[src/rtl/cpl_ring_pkg.sv]
package cpl_ring_pkg;
  localparam int REG_AW    = 12;
  localparam int WORD_W    = 32;
  localparam int REC_WORDS = 4;
  localparam int REC_BYTES = 16;
  localparam int REC_W     = REC_WORDS * WORD_W;
  localparam int CODE_W    = 4;
  localparam logic [REG_AW-1:0] WPTR_ADDR = 12'h020;
  localparam logic [REG_AW-1:0] BELL_ADDR = 12'h400;

  typedef struct packed {
    logic take;    // completion accepted this cycle
    logic commit;  // record write accepted by memory this cycle
    logic bell;    // doorbell register written this cycle
  } ringCtl_t;
endpackage

[src/rtl/cpl_ring_ctrl.sv]
module cpl_ring_ctrl
  import cpl_ring_pkg::*;
(
  input  logic              clk,
  input  logic              rstN,
  input  logic              cplValid,
  input  logic              memWrReady,
  input  logic              ringFull,
  input  logic              regWe,
  input  logic [REG_AW-1:0] regAddr,
  output logic              cplReady,
  output logic              memWrValid,
  output ringCtl_t          ctl
);
  typedef enum logic {S_IDLE, S_WRITE} state_t;
  state_t state, stateNext;

  always_comb begin
    cplReady   = (state == S_IDLE) && !ringFull;
    memWrValid = (state == S_WRITE);
    ctl.take   = cplValid && cplReady;
    ctl.commit = memWrValid && memWrReady;
    ctl.bell   = regWe && (regAddr == BELL_ADDR);
  end

  always_comb begin
    stateNext = state;
    unique case (state)
      S_IDLE:  if (ctl.take)   stateNext = S_WRITE;
      S_WRITE: if (ctl.commit) stateNext = S_IDLE;
      default: stateNext = S_IDLE;
    endcase
  end

  always_ff @(posedge clk or negedge rstN) begin
    if (!rstN) state <= S_IDLE;
    else       state <= stateNext;
  end
endmodule

[src/rtl/cpl_ring_dpath.sv]
module cpl_ring_dpath
  import cpl_ring_pkg::*;
#(
  parameter int OFF_W = 16
) (
  input  logic              clk,
  input  logic              rstN,
  input  ringCtl_t          ctl,
  input  logic [CODE_W-1:0] cplStatus,
  input  logic [CODE_W-1:0] cplErrInfo,
  input  logic              cplEobReq,
  input  logic [OFF_W-1:0]  ringLenBytes,
  input  logic [REG_AW-1:0] regAddr,
  input  logic [OFF_W-1:0]  regWdata,
  output logic              ringFull,
  output logic [OFF_W-1:0]  memWrOffset,
  output logic [REC_W-1:0]  memWrData,
  output logic              eobPulse,
  output logic [OFF_W-1:0]  regRdata,
  output logic [OFF_W-1:0]  wrPtr,
  output logic [OFF_W-1:0]  rdOff
);
  localparam int ZERO_LO = WORD_W - 2 * CODE_W;

  logic [CODE_W-1:0] recStatus, recInfo;
  logic              recEob;
  logic [OFF_W:0]    ptrSum;
  logic [OFF_W-1:0]  ptrNext;
  logic [WORD_W-1:0] word0;

  // Pointer advance by one record, wrapping at the ring length.
  always_comb begin
    ptrSum  = {1'b0, wrPtr} + (OFF_W+1)'(REC_BYTES);
    ptrNext = (ptrSum >= {1'b0, ringLenBytes}) ? '0 : ptrSum[OFF_W-1:0];
  end

  assign ringFull = (ptrNext == rdOff);

  always_ff @(posedge clk or negedge rstN) begin
    if (!rstN) begin
      wrPtr     <= '0;
      rdOff     <= '0;
      recStatus <= '0;
      recInfo   <= '0;
      recEob    <= 1'b0;
      eobPulse  <= 1'b0;
    end else begin
      if (ctl.take) begin
        recStatus <= cplStatus;
        recInfo   <= cplErrInfo;
        recEob    <= cplEobReq;
      end
      if (ctl.commit) wrPtr <= ptrNext;
      if (ctl.bell)   rdOff <= regWdata;
      eobPulse <= ctl.commit && recEob;
    end
  end

  assign word0       = {recStatus, recInfo, ZERO_LO'(0)};
  assign memWrOffset = wrPtr;

  for (genvar w = 0; w < REC_WORDS; w++) begin : g_word
    if (w == 0) begin : g_head
      assign memWrData[w*WORD_W +: WORD_W] = word0;
    end else begin : g_pad
      assign memWrData[w*WORD_W +: WORD_W] = '0;
    end
  end

  assign regRdata = (regAddr == WPTR_ADDR) ? wrPtr : '0;
endmodule

[src/rtl/cpl_event_ring.sv]
module cpl_event_ring
  import cpl_ring_pkg::*;
#(
  parameter int OFF_W = 16
) (
  input  logic              clk,
  input  logic              rstN,
  input  logic [OFF_W-1:0]  ringLenBytes,
  input  logic              cplValid,
  output logic              cplReady,
  input  logic [CODE_W-1:0] cplStatus,
  input  logic [CODE_W-1:0] cplErrInfo,
  input  logic              cplEobReq,
  output logic              memWrValid,
  input  logic              memWrReady,
  output logic [OFF_W-1:0]  memWrOffset,
  output logic [REC_W-1:0]  memWrData,
  output logic              eobPulse,
  input  logic              regWe,
  input  logic [REG_AW-1:0] regAddr,
  input  logic [OFF_W-1:0]  regWdata,
  output logic [OFF_W-1:0]  regRdata
);
  ringCtl_t         ctl;
  logic             ringFull;
  logic [OFF_W-1:0] wrPtr, rdOff;

  cpl_ring_ctrl u_ctrl (
    .clk(clk), .rstN(rstN), .cplValid(cplValid), .memWrReady(memWrReady),
    .ringFull(ringFull), .regWe(regWe), .regAddr(regAddr),
    .cplReady(cplReady), .memWrValid(memWrValid), .ctl(ctl)
  );

  cpl_ring_dpath #(.OFF_W(OFF_W)) u_dpath (
    .clk(clk), .rstN(rstN), .ctl(ctl), .cplStatus(cplStatus),
    .cplErrInfo(cplErrInfo), .cplEobReq(cplEobReq), .ringLenBytes(ringLenBytes),
    .regAddr(regAddr), .regWdata(regWdata), .ringFull(ringFull),
    .memWrOffset(memWrOffset), .memWrData(memWrData), .eobPulse(eobPulse),
    .regRdata(regRdata), .wrPtr(wrPtr), .rdOff(rdOff)
  );
endmodule

[config.mk]
export PLATFORM = sky130hd
export DESIGN_NAME = cpl_event_ring
export DESIGN_NICKNAME = d
export VERILOG_FILES = /design/src/rtl/cpl_ring_pkg.sv /design/src/rtl/cpl_ring_ctrl.sv /design/src/rtl/cpl_ring_dpath.sv /design/src/rtl/cpl_event_ring.sv
export SDC_FILE = /design/constraint.sdc
export NUM_CORES = 1
export LEC_CHECK = 0
export BUFFER_PORTS_ARGS = -buffer_cell sky130_fd_sc_hd__buf_2
export CELL_PAD_IN_SITES_DETAIL_PLACEMENT = 1
export CELL_PAD_IN_SITES_GLOBAL_PLACEMENT = 1
export CORE_ASPECT_RATIO = 1.4
export CORE_MARGIN = 2
export CORE_UTILIZATION = 32
export DETAILED_ROUTE_END_ITERATION = 8
export GPL_TIMING_DRIVEN = 0
export PLACE_DENSITY = 0.82
export RECOVER_POWER = 50
export SLEW_MARGIN = 10
export SYNTH_ARGS = -nofsm -noshare
export SYNTH_HDL_FRONTEND = slang
export SYNTH_HIERARCHICAL = 1
export SYNTH_SLANG_ARGS = --single-unit
export TNS_END_PERCENT = 1
[constraint.sdc]
create_clock -name clk -period 5.23 [get_ports clk]
set_input_delay 0.7845 -clock clk [delete_from_list [all_inputs] [get_ports clk]]
set_output_delay 0.7845 -clock clk [all_outputs]
set_load 0.02 [all_outputs]
; Word-level counts from Yosys, hierarchy flattened
; Cells that the tools add are included.
[totals]
latchBits = 0
rom_bits = 0
ram_bits = 0
memories = 0
word_cells = 24
output_inout_bits = 163
register_bits = 43
input_bits = 58
[op_classes]
div_mod_pow = 0
n_bitwise = 1
eq_ne = 3
n_addsub = 1
n_reduce_logical = 6
order_cmp = 1
mul = 0
n_shift = 0
n_mux = 5
[op_table]
columns = op, n
row1 = 16-bit two-way mux, 2
row2 = 16-bit by 5-bit adder with 17-bit output (second input constant), 1
row3 = 17-bit by 16-bit greater-or-equal comparator with 1-bit output, 1
row4 = 16-bit equality test, 1
row5 = 12-bit by 11-bit equality test with 1-bit output (second input constant), 1
row6 = 12-bit by 6-bit equality test with 1-bit output (second input constant), 1
row7 = 1-bit logical AND, 5
row8 = 1-bit two-way mux, 2
row9 = 1-bit one-hot mux with 2 select lines, 1
row10 = 1-bit zero test, 1
row11 = 1-bit NOT, 1

; Longest topological paths before layout
; Gate-level depths: netlist of run 1.
[logic_depth]
ltp_word = 9
mapped_depth = 18
depth_no_buf = 16

; Hierarchy
; The synthesis of run 1 kept the hierarchy.
[modules_own_cells]
columns = module, instances, cells_per_inst, seq_area_each_um2, area_each_um2
row1 = cpl_ring_dpath, 1, 422, 1051.0, 3843.7
row2 = cpl_ring_ctrl, 1, 11, 25.0, 100.1

; Least setup slack after synthesis of run 1
; Ideal clock, no wire load.
[synth_path]
path_kind = reg2out
start = register u_dpath.wrPtr[4] (netlist: u_dpath/memWrOffset[4])
end = output port cplReady
stages_incl_launch_ff = 16
required_time_ns = 4.445
setup_slack_ns = 0.895
arrival_time_ns = 3.550
path_buffers = 1
cell_sequence = dfrtp_1 ha_1 nand4_2 nor2_2 nand3_1 xnor2_1 ha_1 a21o_1 a21o_1 nor3_1 o211ai_2 clkbuf_1 o32ai_1 nand4_1 a2111oi_2 nor2_1
[synth_via]
elab_chain_len = 6
[synth_lines]
columns = item, line_no
row1 = from (decl), cpl_ring_dpath.sv:20  ; output logic [OFF_W-1:0] wrPtr,
row2 = from (signal assigned), cpl_ring_dpath.sv:53  ; if (ctl.commit) wrPtr <= ptrNext;
row3 = 16-bit by 5-bit adder with 17-bit output *, cpl_ring_dpath.sv:33  ; ptrSum = {1'b0, wrPtr} + (OFF_W+1)'(REC_BYTES);
row4 = 17-bit by 16-bit greater-or-equal comparator with 1-bit output, cpl_ring_dpath.sv:34  ; ptrNext = (ptrSum >= {1'b0, ringLenBytes}) ? '0 : ptrSum[OFF_W-1:0];
row5 = 16-bit two-way mux *, cpl_ring_dpath.sv:34
row6 = 16-bit equality test *, cpl_ring_dpath.sv:37  ; assign ringFull = (ptrNext == rdOff);
row7 = named net ringFull, cpl_event_ring.sv:25  ; logic ringFull;
row8 = 1-bit zero test *, cpl_ring_ctrl.sv:19  ; cplReady = (state == S_IDLE) && !ringFull;
row9 = 1-bit logical AND *, cpl_ring_ctrl.sv:19
row10 = to (decl), cpl_event_ring.sv:10  ; output logic cplReady,
; Mark *: on every way through the listed nets, which the timed path passes. The rest lies on a longest branch.

; Worst setup path in the final report of run 1
; Ends and elaborated chain as after synthesis.

==> results.md, run 1 <==
* Cells on Worst Hold Path at 1
* Final RePlAce weighted congestion at 0.797
* TNS Setup at 0 ns
* Hold Path Origin: u_dpath/recEob
* Wire per inst at 13.6 um
* Status: finished with violations
* Setup violators final at 0
* # rows at 47
* Reg2reg end: u_dpath/recStatus[2]
* Slew Viols, Final at 44
* Slew HR at -58.6%
* Mean Syn Cell Area at 9.17 um^2
* Buffers & Inverters on Critical Path at 2
* Min-Delay Endpoint: u_dpath/eobPulse
* Die Ht at 133 um
* Warnings, synthesis at 6
* Share of layout cells above drive strength 1 at 40.3%
* Worst EP required at 4.45 ns
* Worst reg-to-reg path cell count at 19
* Max stage delay cell, worst path: dfrtp_2
* Min Tclk post-route at 4.97 ns
* Clock sinks at 43
* Vias in the first global route at 3374
* Crit Reg-Reg Startpoint: u_dpath/memWrOffset[4]
* Final ANT Viol Nets at 0
* Full die area at 0.0129 mm^2
* Ports at 221
* Cell count after synthesis at 417
* WP data arrival at 4.18 ns
* Commonest non-fill, non-tap cell in the layout: buf_4
* Post-Synthesis Cell Area at 0.00382 mm^2
* Maximum clock frequency at 201 MHz
* PwrDens at 323 mW/mm^2
* First-pass GRT wire length at 16300 um
* TritonCTS Buffers at 5
* Antenna violations before repair at 0
* Max Buffers Root-to-Sink at 2
* Met1 usage at 15.7%
* # hold bufs at CTS at 0
* Worst setup EP type: output pin
* Static Leak at 2.87 nW
* Die Span X at 96.4 um
* Initial Utilization at 32.5%
* R2R setup slack at 0.57 ns
* Area of the multi-input gates at 0.00215 mm^2
* VDD IR-drop max at 0.146 mV
* Final Hold Vio Count at 0
* Unrepaired setup endpoints after global routing: false
* CTS tree: yes
* Placed wire-length estimate at 8970 um
* Final clock skew at 0.00615 ns
* Drt via density at 4.20
* Commonest non-fill, non-tap cells in the layout: 121 x buf_4, 120 x conb_1, 82 x buf_2
* Max Fanout on Critical Path at 10
* CP Launch Type: register
* Failing checks: capacitance limit, slew limit
* Register area at 0.00108 mm^2
* Largest net degree at the start of global routing at 44
* Post-route clock period utilization at 95.0%
* Fin nets at 719
* Via count at 3329
* MaxCap Viol Count at 1
* DRT iter0 DRCs at 88
* Fillers at 1432
* Total wire length at 10800 um
* Slew at the pin with the worst max-slew slack at 2.38 ns
* Clock Root Buffer: clkbuf_16
* Core area at 0.0118 mm^2
* Top Usage Layer GRT: met2
* Clock transition at the registers of the reported paths at 0.07 ns
* CP Class: reg2out
* Total GRT Usage at 16.3%
* Inserted Diodes at 0
* Worst min path class: reg2reg
* Hold_ws at 0.502 ns
* Met2 Use GR at 33.3%
* CTS HTree Levels at 2
* Critical-path cell list: ha_1 > nand4_2 > nor2_4 > nand3_1 > xnor2_2 > ha_1 > a21o_1 > a21o_1 > nor3_1 > o211ai_2 > buf_2 > o32ai_1 > nand4_1 > a2111oi_4 > nor2_1 > buf_2
* Clk_lat worst skew at 0.29 ns
* Critical Path Max Stage Delay at 0.45 ns
* Remaining design rule violation count at 0
* Port bufs at 100
* CP delay by family, top: simple AND/OR/NAND/NOR gates
* Pre-Repair DR Iteration Count at 4
* Met3 Resource Use GR at 3.85%
* Layout area overhead at 34.5%
* GRT overflow at 0
[metal layers]
| metal | part of all wire (%) | vias up |
|---|---|---|
| met4 | 0.84 | 0 |
| met3 | 9.6 | 6 |
| li1 | - | 1640 |
| met1 | 34 | 1532 |
| met2 | 56 | 151 |
| met5 | 0 | - |
[sequential cells by signal (all words and copies together), names as in the netlist]
register / count
u_dpath/memWrOffset: 16
u_dpath/rdOff: 16
u_dpath/recStatus: 4
u_dpath/recEob: 1
u_dpath/recInfo: 4
u_ctrl/memWrValid: 1
u_dpath/eobPulse: 1
[layout make-up]
cell class                      instances  area share (%)
Buffer                                130            18.8
Clock buffer                            5            2.43
Inverter                               31            2.26
Sequential cell                        43            21.0
Timing Repair Buffer                  101            9.41
Multi-Input combinational cell        332            41.7
Tap cell                              147            3.58
Clock inverter                          3           0.851
[repair_timing]
item	CTS	global route
resized for setup	5	3
pin swaps	0	1
endpoints found under the hold margin	0	0
endpoints found under the setup margin	1	1
setup buffers	0	1
[stage by stage]
step	instances	total power, mW	instance area (um^2)	setup slack (ns)	util, %
final	792	1.66	5140	0.262	43.7
after global routing	792	1.77	5140	0.0266	43.7
after CTS	791	1.68	5150	0.0105	43.8
after detailed placement	783	1.29	4950	0.0990	42.1
after global placement	783	1.25	4950	0.199	42.1
after floorplan	536	1.05	4270	0.916	-
[how the worst max path moves through the flow]
stage / start / to / slack, ns / depth (start not counted)
after floorplan: u_dpath/memWrOffset[4] / cplReady / 0.92 / 15
after global placement: u_dpath/memWrOffset[4] / cplReady / 0.20 / 16
after detailed placement: u_dpath/memWrOffset[4] / cplReady / 0.1 / 16
after CTS: u_dpath/memWrOffset[5] / cplReady / 0.01 / 16
after global routing: u_dpath/memWrOffset[4] / cplReady / 0.03 / 16
final: u_dpath/memWrOffset[4] / cplReady / 0.26 / 16
[power by group]
group | internal (mW) | switching [mW] | total [mW]
sequential | 0.404 | 0.0806 | 0.485
clock | 0.225 | 0.138 | 0.363
combinational | 0.313 | 0.497 | 0.811
total | 0.943 | 0.716 | 1.66
Note: power is estimated with default switching activity, not from simulation.
==> run 2, diff against run 1 <==
PLACE_DENSITY = 0.87   (was 0.82)
SLEW_MARGIN = 20   (was 10)
==> run 2 against run 1 <==
- the flow still finishes with violations (capacitance limit, slew limit)
- count of clock-buffer cells in the layout rose by 1
- cell area fell by 0.78%
- fmax fell by 1.5%
==> results.md, run 2 (synthesized netlist as in run 1, its figures left out) <==
* Status: finished with violations
* Failing checks: capacitance limit, slew limit
* Pre-Repair DR Iteration Count at 6
* Slew Viols, Final at 44
* CP Launch Type: register
* Initial Utilization at 32.5%
* Via count at 3399
* Slew at the pin with the worst max-slew slack at 2.42 ns
* Static Leak at 2.83 nW
* Worst setup EP type: output pin
* Largest net degree at the start of global routing at 44
* # rows at 47
* Remaining design rule violation count at 0
* Buffers & Inverters on Critical Path at 2
* Vias in the first global route at 3432
* Setup violators final at 0
* Tot Pwr at 1.60 mW
* Port bufs at 100
* GRT overflow at 0
* Layout area overhead at 33.5%
* Critical Path Max Stage Delay at 0.46 ns
* Placed cell areas at 0.00495 mm^2
* Total GRT Usage at 16.2%
* Final RePlAce weighted congestion at 0.793
* Die Span X at 96.4 um
* Full die area at 0.0129 mm^2
* Max Fanout on Critical Path at 10
* Ports at 221
* CTS HTree Levels at 2
* Fin nets at 718
* DRT iter0 DRCs at 99
* Clock Root Buffer: clkbuf_16
* Die Ht at 133 um
* Critical-path cell list: ha_2 > nand4_2 > nor2_4 > nand3_1 > xnor2_1 > ha_1 > a21o_1 > a21o_1 > nor3_1 > o211ai_2 > buf_2 > o32ai_1 > nand4_1 > a2111oi_4 > nor2_1 > buf_2
* Maximum clock frequency at 198 MHz
* TritonCTS Buffers at 5
* Clk_lat worst skew at 0.29 ns
* Final Hold Vio Count at 0
* Clock sinks at 43
* CTS tree: yes
* MaxCap Viol Count at 1
* Max stage delay cell, worst path: dfrtp_2
* Finished Core Util at 43.4%
* Worst EP required at 4.45 ns
* CP Class: reg2out
* CP delay by family, top: compound AO/OA/AOI/OAI gates
* Unrepaired setup endpoints after global routing: false
* Post-route cell area at 0.00510 mm^2
* Post-route clock period utilization at 96.4%
* First-pass GRT wire length at 16300 um
* Min Tclk post-route at 5.04 ns
* Post-CTS Setup Bufs at 0
* Crit. Startpoint: u_dpath/memWrOffset[4]
* PwrDens at 314 mW/mm^2
* Inserted Diodes at 0
* Crit Reg-Reg Startpoint: u_dpath/memWrOffset[4]
* Max Buffers Root-to-Sink at 2
* Worst min path class: reg2reg
* Commonest non-fill, non-tap cells in the layout: 120 x buf_4, 120 x conb_1, 82 x buf_2
* Share of layout cells above drive strength 1 at 40.1%
* # hold bufs at CTS at 0
* WP data arrival at 4.26 ns
* Antenna violations before repair at 0
* VDD IR-drop max at 0.160 mV
* Core area at 0.0118 mm^2
* Fillers at 1468
* Drt via density at 4.30
* Clock transition at the registers of the reported paths at 0.06 ns
* Total wire length at 10900 um
* TNS Setup at 0 ns
* Final clock skew at 0.00332 ns
* Final ANT Viol Nets at 0
* Hold Path Origin: u_dpath/recEob
* Slew HR at -61.1%
* Wire per inst at 13.8 um
* Placed wire-length estimate at 9020 um
[run 2: final timing paths]
kind,to,slack (ns),cells after the start
max,cplReady,0.19,16
min,u_dpath/eobPulse,0.48,1
max reg2reg,u_dpath/recInfo[0],0.56,18
min reg2reg,u_dpath/eobPulse,0.48,1
max in group asynchronous,u_dpath/memWrOffset[5],2.45,1
min in group asynchronous,u_dpath/rdOff[0],1.23,1
[run 2: report_power, final]
part / internal, mW / switching [mW] / total [mW]
Combinational: 0.311 / 0.496 / 0.807
Sequential: 0.404 / 0.0806 / 0.485
Clock: 0.176 / 0.133 / 0.309
Total: 0.891 / 0.710 / 1.60
[run 2: metal layers]
| metal | vias up | routed length [um] | track usage [%] |
|---|---|---|---|
| met5 | - | 0 | 0 |
| met4 | 0 | 130 | 3.52 |
| met3 | 13 | 1050 | 3.34 |
| met2 | 186 | 6030 | 32.4 |
| met1 | 1565 | 3710 | 16.5 |
| li1 | 1635 | - | - |
[run 2: area by class of cell]
| class | count | area (um^2) | area share (%) |
|---|---|---|---|
| timing repair buffer | 100 | 477 | 9.34 |
| multi-input combinational | 332 | 2140 | 42.0 |
| buffer | 130 | 965 | 18.9 |
| inverter | 31 | 116 | 2.28 |
| tap | 147 | 184 | 3.60 |
| clock buffer | 6 | 129 | 2.53 |
| clock inverter | 2 | 12.5 | 0.245 |
| sequential | 43 | 1080 | 21.1 |
[run 2: worst reg2reg max path, stage by stage, from the launching register on]
cell,delay (ns)
dfrtp_2,0.46
ha_2,0.26
nand4_2,0.23
nor2_4,0.21
nand3_1,0.17
xnor2_1,0.26
ha_1,0.32
a21o_1,0.21
a21o_1,0.17
nor3_1,0.22
o211ai_2,0.20
buf_6,0.20
a211oi_1,0.20
nor3_1,0.09
o21ai_1,0.23
a2111oi_4,0.08
nor3b_2,0.22
clkbuf_1,0.42
mux2_2,0.40
[run 2: per-stage QoR]
step / worst slack, ns / std cells / hold WS, ns
2_1_floorplan: 0.916 / 536 / 0.449
3_3_place_gp: 0.258 / 783 / 0.469
3_5_place_dp: 0.0460 / 783 / 0.463
4_1_cts: 0.00909 / 791 / 0.478
5_1_grt: 0.0336 / 791 / 0.504
6_report: 0.186 / 791 / 0.478
[run 2: repair_timing]
item | in CTS | in global routing
setup endpoints to repair | 1 | 1
pin swaps | 0 | 1
resized for setup | 4 | 4
==> run 3, diff against run 2 <==
CORE_UTILIZATION = 33   (was 32)
GPL_ROUTABILITY_DRIVEN = 0   (was not set)
SYNTH_HIERARCHICAL = not set   (was 1)
==> run 3 against run 2 <==
- the run still ends with capacitance limit, slew limit left
- via count increased by 22%
- worst setup slack improved by 0.030 ns
- die area increased by 10%
- non-clock buffer count increased by 12
- first-iteration DRC count increased by 120%
- core utilization increased by 1.1 points
- sequential cell count unchanged
- count of clock-buffer cells in the layout unchanged
- routed wire length increased by 21%
- critical path depth unchanged
==> results.md, run 3 <==
* Placed cells at 874
* Commonest non-fill, non-tap cells in the layout: 124 x buf_4, 120 x conb_1, 87 x buf_2
* Met1 wire length at 4890 um
* Clock transition at the registers of the reported paths at 0.06 ns
* Total GRT Usage at 18.0%
* Die Ht at 140 um
* Worst reg-to-reg path cell count at 14
* Slew Viols, Final at 44
* Die Span X at 101 um
* Top cells by area, synth: dfrtp_1 25%, buf_4 21%, ha_1 4.9%
* Final ANT Viol Nets at 0
* Share of layout cells above drive strength 1 at 37.8%
* CTS HTree Levels at 2
* Failing checks: capacitance limit, slew limit
* CTS tree: yes
* Clock sinks at 43
* MaxCap Viol Count at 1
* Pre-Repair DR Iteration Count at 4
* R2R setup slack at 1.13 ns
* CP Launch Type: register
* Final non-filler cell total at 885
* VDD IR-drop max at 0.128 mV
* Cell count after synthesis at 503
* Crit Reg-Reg Startpoint: u_dpath.memWrOffset[5]
* Synth Register Bits at 43
* Slew at the pin with the worst max-slew slack at 2.54 ns
* Warnings, synthesis at 0
* WP data arrival at 4.23 ns
* Cells on Worst Hold Path at 1
* Final WS setup at 0.216 ns
* Via count at 4159
* Hold Path Origin: u_dpath.rdOff[12]
* WL met2 at 6840 um
* Placed cell areas at 0.00549 mm^2
* Layout area overhead at 31.7%
* Wire per inst at 14.9 um
* Cell variety after synth at 67
* Critical-path cell list: ha_4 > nand2_4 > nor3_4 > xnor2_1 > inv_1 > ha_1 > nand3_1 > nor3_2 > a221o_2 > nor3_4 > buf_6 > nand2_4 > a22o_4 > nor4_4 > nor2_1 > buf_2
* First-pass GRT wire length at 20400 um
* Full die area at 0.0141 mm^2
* Top cell type by total area after synthesis: dfrtp_1
* Commonest non-fill, non-tap cell in the layout: buf_4
* Synth top area share at 24.7%
* Status: finished with violations
* Post-synth top cells: 121 x buf_4, 43 x dfrtp_1, 30 x inv_1, 23 x nand2_1, 21 x nand3_1
* Place WS at 0.204 ns
* Placed wire-length estimate at 10200 um
* Slew HR at -69.4%
* Clk_lat worst skew at 0.29 ns
* Drt via density at 4.70
* DRT iter0 DRCs at 214
* Largest net degree at the start of global routing at 44
* GRT overflow at 0
* Reg2reg end: u_dpath.recInfo[0]
* Critical Path Max Stage Delay at 0.46 ns
* Seq/Total Area, Yosys at 24.7%
* Post-route clock period utilization at 95.9%
* Worst EP required at 4.45 ns
* Mean Syn Cell Area at 8.65 um^2
* TritonCTS Buffers at 5
* Min-Delay Endpoint: u_dpath.rdOff[12]
* PwrDens at 264 mW/mm^2
* Ports at 221
* Max Buffers Root-to-Sink at 2
* Min Tclk post-route at 5.01 ns
* Routed length on met3 at 937 um
* Final Hold Vio Count at 0
* Worst min path class: reg2reg
* Remaining design rule violation count at 0
* Worst setup EP type: output pin
* Post-route cell area at 0.00573 mm^2
* Max Fanout on Critical Path at 10
* Maximum clock frequency at 199 MHz
* CP Class: reg2out
* Uppermost routed layer: met4
* Inserted Diodes at 0
* Antenna violations before repair at 0
* Core area at 0.0129 mm^2
* Most common cell in the netlist: buf_4
* Final clock skew at 0.00376 ns
* Static Leak at 3.15 nW
* Buffers & Inverters on Critical Path at 3
* Most common flop cell mapped by yosys: dfrtp_1
* Fin nets at 806
* Clock Root Buffer: clkbuf_16
* Setup violators final at 0
* Post-Synthesis Cell Area at 0.00435 mm^2
* Finished Core Util at 44.5%
* # rows at 49
* CP delay by family, top: simple AND/OR/NAND/NOR gates
* Initial Utilization at 33.8%
* Async set-reset flop share out of synthesis at 100%
* Max stage delay cell, worst path: dfrtp_2
* Vias in the first global route at 4213
* Total wire length at 13200 um
* Port bufs at 99
* Post-synth EDFFs at 0
run 3: how the worst max path moves through the flow:
stage	start	depth (start not counted)	end
after floorplan	u_dpath.memWrOffset[4]	14	cplReady
after global placement	u_dpath.memWrOffset[4]	16	cplReady
after detailed placement	u_dpath.memWrOffset[4]	16	cplReady
after CTS	u_dpath.memWrOffset[4]	14	cplReady
after global routing	u_dpath.memWrOffset[12]	16	cplReady
final	u_dpath.memWrOffset[5]	16	cplReady
run 3: layout make-up:
cell class / count / area, um^2
clock buffers: 6 / 129
clock inverters: 2 / 60.1
fillers: 1634 / 7140
well taps: 153 / 191
plain buffers: 140 / 1020
inverters: 32 / 120
flip-flops and latches: 43 / 1080
multi-input cells: 407 / 2640
repair buffers: 102 / 494
run 3: cells by family after synthesis:
logic type,after synthesis,share of synthesized area [%]
buf+inv,172,26.2
other cells,1,0.0862
fa+ha+maj,17,4.89
flops,43,24.7
simple gates,142,19.8
xor+xnor,20,5.15
compound gates,92,15.0
mux,16,4.14
run 3: per-stage QoR:
| stage | hold WS, ns | TNS (ns) | total power, mW |
|---|---|---|---|
| floorplan | 0.471 | 0 | 0.890 |
| global placement | 0.529 | 0 | 1.04 |
| detailed placement | 0.544 | 0 | 1.06 |
| CTS | 0.559 | 0 | 1.49 |
| global route | 0.589 | -0.00256 | 1.60 |
| finish | 0.566 | 0 | 1.51 |
run 3: metal layers:
| layer | global-route usage, % | up-vias |
|---|---|---|
| met2 | 33.4 | 200 |
| met4 | 8.89 | 0 |
| met1 | 18.8 | 1958 |
| li1 | - | 1967 |
| met3 | 3.52 | 34 |
| met5 | 0 | - |
run 3: timing repair:
| action | in CTS | in global routing |
|---|---|---|
| resized for setup | 2 | 9 |
| buffers inserted | 1 | 2 |
| pin swaps | 1 | 1 |
| endpoints found under the setup margin | 1 | 1 |
| hold buffers | 0 | 0 |
run 3: report_power, final:
group	switching [mW]	total, mW	leakage (nW)	internal [mW]
combinational	0.431	0.684	2.51	0.253
clock	0.136	0.410	0.0911	0.274
sequential	0.0461	0.420	0.558	0.374
